File: src/rtl/hz_pkg.sv
package hz_pkg;

    localparam int OP_W   = 4;
    localparam int RID_W  = 4;
    localparam int N_STG  = 5;

    localparam int STG_F = 0;
    localparam int STG_D = 1;
    localparam int STG_E = 2;
    localparam int STG_M = 3;
    localparam int STG_W = 4;

    typedef enum logic [OP_W-1:0] {
        OP_NOP   = 4'd0,
        OP_ALU   = 4'd1,
        OP_LOAD  = 4'd2,
        OP_STORE = 4'd3,
        OP_JCC   = 4'd4,
        OP_JMP   = 4'd5,
        OP_CALL  = 4'd6,
        OP_RET   = 4'd7
    } op_e;

    typedef logic [RID_W-1:0] rid_t;

    typedef struct packed {
        op_e  op;
        rid_t ra;
        rid_t rb;
        rid_t rd;
    } instr_t;

    localparam int   IW       = $bits(instr_t);
    localparam rid_t REG_NONE = '1;

    // Tag written into a register that receives a bubble.
    function automatic instr_t noop_tag();
        instr_t t;
        t.op = OP_NOP;
        t.ra = REG_NONE;
        t.rb = REG_NONE;
        t.rd = REG_NONE;
        return t;
    endfunction

    // True when a real destination register feeds one of the two sources.
    function automatic logic feeds_src(rid_t dst, rid_t sa, rid_t sb);
        return (dst != REG_NONE) && ((dst == sa) || (dst == sb));
    endfunction

endpackage

File: src/rtl/hz_detect.sv
module hz_detect
    import hz_pkg::*;
(
    input  op_e  d_op,
    input  rid_t d_ra,
    input  rid_t d_rb,
    input  op_e  e_op,
    input  rid_t e_rd,
    input  op_e  m_op,
    input  logic e_taken,
    output logic load_use,
    output logic mispred,
    output logic ret_pend
);
    logic d_has_src;

    // A decode no-op reads nothing, so it cannot wait for a load.
    assign d_has_src = (d_op != OP_NOP);

    always_comb begin
        load_use = (e_op == OP_LOAD) && d_has_src && feeds_src(e_rd, d_ra, d_rb);
        mispred  = (e_op == OP_JCC) && !e_taken;
        ret_pend = (d_op == OP_RET) || (e_op == OP_RET) || (m_op == OP_RET);
    end
endmodule

File: src/rtl/hz_ctrl.sv
module hz_ctrl
    import hz_pkg::*;
#(
    parameter int STAGES = N_STG
) (
    input  logic              load_use,
    input  logic              mispred,
    input  logic              ret_pend,
    output logic [STAGES-1:0] stall,
    output logic [STAGES-1:0] bubble
);
    always_comb begin
        stall  = '0;
        bubble = '0;
        // Fetch waits for a dependent load or an unresolved return target.
        stall[STG_F]  = load_use | ret_pend;
        // Decode holds its instruction behind a load; this wins over the return bubble.
        stall[STG_D]  = load_use;
        bubble[STG_D] = mispred | (ret_pend & ~load_use);
        // Execute gets a no-op behind a load or on a wrong-path instruction.
        bubble[STG_E] = mispred | load_use;
    end
endmodule

File: src/rtl/hz_stage.sv
module hz_stage
    import hz_pkg::*;
(
    input  logic   clk,
    input  logic   rst,
    input  logic   stall,
    input  logic   bubble,
    input  instr_t din,
    output instr_t dout
);
    always_ff @(posedge clk) begin
        if (rst || bubble) begin
            dout <= noop_tag();
        end else if (!stall) begin
            dout <= din;
        end
    end
endmodule

File: src/rtl/hz_pipe_ctl.sv
module hz_pipe_ctl
    import hz_pkg::*;
(
    input  logic             clk,
    input  logic             rst,
    input  logic [IW-1:0]    f_instr_i,
    input  logic             e_taken_i,
    output logic [N_STG-1:0] stall_o,
    output logic [N_STG-1:0] bubble_o,
    output logic [IW-1:0]    d_ir_o,
    output logic [IW-1:0]    e_ir_o,
    output logic [IW-1:0]    m_ir_o,
    output logic [IW-1:0]    w_ir_o
);
    instr_t           chain [N_STG];
    logic             load_use, mispred, ret_pend;
    logic [N_STG-1:0] stall, bubble;

    assign chain[STG_F] = instr_t'(f_instr_i);

    hz_detect u_det (
        .d_op     (chain[STG_D].op),
        .d_ra     (chain[STG_D].ra),
        .d_rb     (chain[STG_D].rb),
        .e_op     (chain[STG_E].op),
        .e_rd     (chain[STG_E].rd),
        .m_op     (chain[STG_M].op),
        .e_taken  (e_taken_i),
        .load_use (load_use),
        .mispred  (mispred),
        .ret_pend (ret_pend)
    );

    hz_ctrl #(.STAGES(N_STG)) u_ctl (
        .load_use (load_use),
        .mispred  (mispred),
        .ret_pend (ret_pend),
        .stall    (stall),
        .bubble   (bubble)
    );

    // One tag register per stage after fetch, each fed by its upstream neighbour.
    for (genvar s = 1; s < N_STG; s++) begin : g_stg
        hz_stage u_reg (
            .clk    (clk),
            .rst    (rst),
            .stall  (stall[s]),
            .bubble (bubble[s]),
            .din    (chain[s-1]),
            .dout   (chain[s])
        );
    end

    assign stall_o  = stall;
    assign bubble_o = bubble;
    assign d_ir_o   = chain[STG_D];
    assign e_ir_o   = chain[STG_E];
    assign m_ir_o   = chain[STG_M];
    assign w_ir_o   = chain[STG_W];
endmodule

File: config.mk
export PLATFORM = sky130hd
export DESIGN_NAME = hz_pipe_ctl
export DESIGN_NICKNAME = d
export VERILOG_FILES = /design/src/rtl/hz_pkg.sv /design/src/rtl/hz_detect.sv /design/src/rtl/hz_ctrl.sv /design/src/rtl/hz_stage.sv /design/src/rtl/hz_pipe_ctl.sv
export SDC_FILE = /design/constraint.sdc
export NUM_CORES = 1
export LEC_CHECK = 0
export BUFFER_PORTS_ARGS = -buffer_cell sky130_fd_sc_hd__buf_2
export CORE_MARGIN = 5
export CORE_UTILIZATION = 49
export DETAILED_ROUTE_END_ITERATION = 10
export PLACE_DENSITY = 0.82
export SLEW_MARGIN = 20
export SYNTH_ARGS = -nofsm -noshare
export SYNTH_HDL_FRONTEND = slang
export SYNTH_HIERARCHICAL = 1
export SYNTH_SLANG_ARGS = --single-unit
File: constraint.sdc
create_clock -name clk -period 2.33 [get_ports clk]
set_input_delay 0.466 -clock clk [delete_from_list [all_inputs] [get_ports clk]]
set_output_delay 0.466 -clock clk [all_outputs]
set_load 0.02 [all_outputs]
==> summary.txt <==
Layout
  • Biggest regs: g_stg.u_reg/dout: 64 flops
  • Commonest cells after routing, fill and taps aside: buf_2, mux2i_1, dfxtp_1, nand2_1, nor3_1
  • Final nets: between 300 and 400
  • Area of the multi-input gates: 1124 sq um
  • Antenna cells: 0
  • Final core occ: 0.6213
  • Most flop-heavy register: g_stg.u_reg/dout
  • Fill count: 462
  • Share of cells above drive strength 1: 0.3293
  • Most common cell after layout, fill and taps aside: buf_2
  • Max reg flops: 64
  • Syn-to-layout area delta: 22.93%
  • Sequential cell area: between 1000 and 1500 sq um

STA
  • Hold Vio Cnt, Final: 0
  • Max Fclk: roughly 0.44 GHz
  • Slew at the pin closest to its max-slew limit: around 0.75 ns
  • RSZ-0062 raised after global routing: yes
  • Max-slew violations: 0
  • Final setup fails: 0
  • Final period util: 0.9794
  • Slew headroom: 0.4959
  • Fin crit period: ~2.3 ns
  • Clock Skew: between 0.005 and 0.006 ns
  • Hold slack: approximately 0.34 ns

Min path
  • Worst min path class: in -> reg
  • Hold wc startpoint: f_instr_i[6]
  • Hold Path End: g_stg[1].u_reg/dout[6]
  • WHS Path Cells: 3

Synth
  • Synth Instances: roughly 240
  • Post-synthesis sequential area ratio: 0.4964
  • Post-synthesis cell type count: 22
  • Top cell type's share of synthesized area: 0.4964
  • Post-synth EDFFs: 0
  • Async set-reset flop share out of synthesis: 0
  • Top post-synthesis cells by area: dfxtp_1, mux2i_1, nand2_1, buf_12, nor3_1
  • #FFs+latches synth: 64
  • Yosys top cell by area: dfxtp_1
  • Top FF cell, synth: dfxtp_1
  • Yosys warnings: 6
  • Average cell area after synthesis: 10.71 sq um
  • Mapped Area: 2581 sq um

Detailed routing
  • Final wirelength: between 5000 and 6000 um
  • Post-route DRC: 0
  • DRT Pass-1 Iters: 4
  • Post-route ant nets: 0
  • Routed vias/inst: 4.896
  • DR iter-0 viols: 81
  • Wire per inst: 14.39 um
  • Via count: just under 2k

Clocking
  • Worst skew pair latency: 0.33 ns
  • Longest Clk Path Bufs: 2
  • Clk sinks: 64
  • Worst-path clk slew: approximately 0.06 ns
  • Htree depth: 3
  • CTS tree: done
  • Clock root buffer: clkbuf_8
  • CTS Buf Count: 9

Floorplanning
  • Initial Util: 0.5054
  • Die area: ~6800 sq um
  • Top Ports: 93
  • Die width: 82.58 um
  • Rows: 26
  • Die H: 82.58 um
  • Core Region: 5107 sq um

Global routing
  • Number of global-route vias before repair: roughly 1.8k
  • Global route overflow: 0
  • Total GRT Usage: 0.1731
  • First-pass GRT wire length: between 8000 and 9000 um
  • Largest net degree at the start of global routing: 21
  • Antenna violations before repair: 0

Run
  • Max-cap viol count: 0

Placement
  • PortBufs: between 80 and 90
  • Final GP Congestion: 0.7529
  • Final HPWL DP: 4320 um

Critical path
  • Capturing point of the worst reg2reg path: g_stg[2].u_reg/dout[1]
  • FF-to-FF setup slack: 0.52 ns
  • CP startpoint kind: flop
  • Critical path data arrival time: between 1.5 and 2 ns
  • Crit end category: output pin
  • Worst-path maximum fanout: 6
  • Worst reg2reg path startpoint: g_stg[1].u_reg/dout[12]
  • Req. time, crit path: 1.86 ns
  • R2R cell count: 7
  • Worst setup path category: reg -> out

Power
  • Leak: about 0.0014 uW
  • Max rail drop VDD: 0.4667 mV
  • Pwr Density: about 740 nW/um^2

Outcome
  • Status: complete, no violations
Yosys cell counts, types with 3 or more instances:
master and count:
nand4b_1 3, nor3_1 16, mux2i_1 64, buf_2 4, nand2_1 48, nor2_1 4, buf_12 4, xnor2_1 8
buf_4 7, dfxtp_1 64, buf_6 4, nand4_1 3
power breakdown:
part	switching, uW	total (uW)	internal, uW
registers	37.0	1160	1130
clock network	387	937	550
logic	143	236	92.9
what timing repair did:
item | 4_1_cts | 5_1_grt
hold endpoints to repair | 0 | 0
cloned | 0 | 0
gates resized for setup | 1 | 5
setup buffers | 0 | 1
pin swaps | 0 | 1
hold buffers | 0 | 0
setup endpoints to repair | 1 | 3
worst max-delay path, cell delays in order, from the launching register on:
cell	delay (ns)
dfxtp_2	0.34
or4_1	0.52
nand3_1	0.11
a21oi_2	0.06
or2_4	0.29
buf_2	0.17
layer usage:
layer / vias to the layer above / share of wire / track usage
met1: 911 / 0.44 / 0.2103
met4: 0 / 0.022 / 0.08333
met3: 14 / 0.065 / 0.05857
met5: - / 0 / 0
li1: 994 / - / -
met2: 59 / 0.48 / 0.2740
cell families (layout without fill, tap and decap cells):
family,Yosys count,count (layout),share of synthesized area
simple gates,82,82,0.1440
mux,64,64,0.2482
flops,64,64,0.4964
buf+inv,20,108,0.07804
xor+xnor,8,8,0.02715
compound gates,2,2,0.004847
other cells,1,6,0.001453
through the flow:
step | total power [uW] | setup TNS (ns) | instances | area, sq um | setup WS, ns
after floorplan | 1363 | 0 | 246 | 2600 | 0.3814
after global placement | 1411 | 0 | 387 | 2954 | 0.3895
after detailed placement | 1417 | 0 | 387 | 2954 | 0.3619
after CTS | 2350 | 0 | 403 | 3156 | 0.01122
after global routing | 2431 | -0.06673 | 404 | 3173 | -0.03925
final | 2337 | 0 | 404 | 3173 | 0.04800
area by class of cell:
type / instances / area share
Clock buffer: 13 / 0.05008
Tap cell: 70 / 0.02760
Sequential cell: 64 / 0.4050
Clock inverter: 3 / 0.01262
Inverter: 1 / 0.001183
Multi-Input combinational cell: 162 / 0.3541
Timing Repair Buffer: 91 / 0.1494
worst max-delay path by stage:
stage	startpoint	end	slack, ns	depth (start not counted)
floorplan	g_stg[1].u_reg/dout[12]	g_stg[2].u_reg/dout[0]	0.38	7
global placement	g_stg[1].u_reg/dout[12]	bubble_o[2]	0.39	5
detailed placement	g_stg[1].u_reg/dout[12]	bubble_o[2]	0.36	5
CTS	g_stg[2].u_reg/dout[14]	stall_o[1]	0.01	5
global route	g_stg[2].u_reg/dout[0]	stall_o[1]	-0.04	5
finish	g_stg[1].u_reg/dout[12]	bubble_o[2]	0.05	5
No activity file was read; power rests on OpenSTA's default activity.
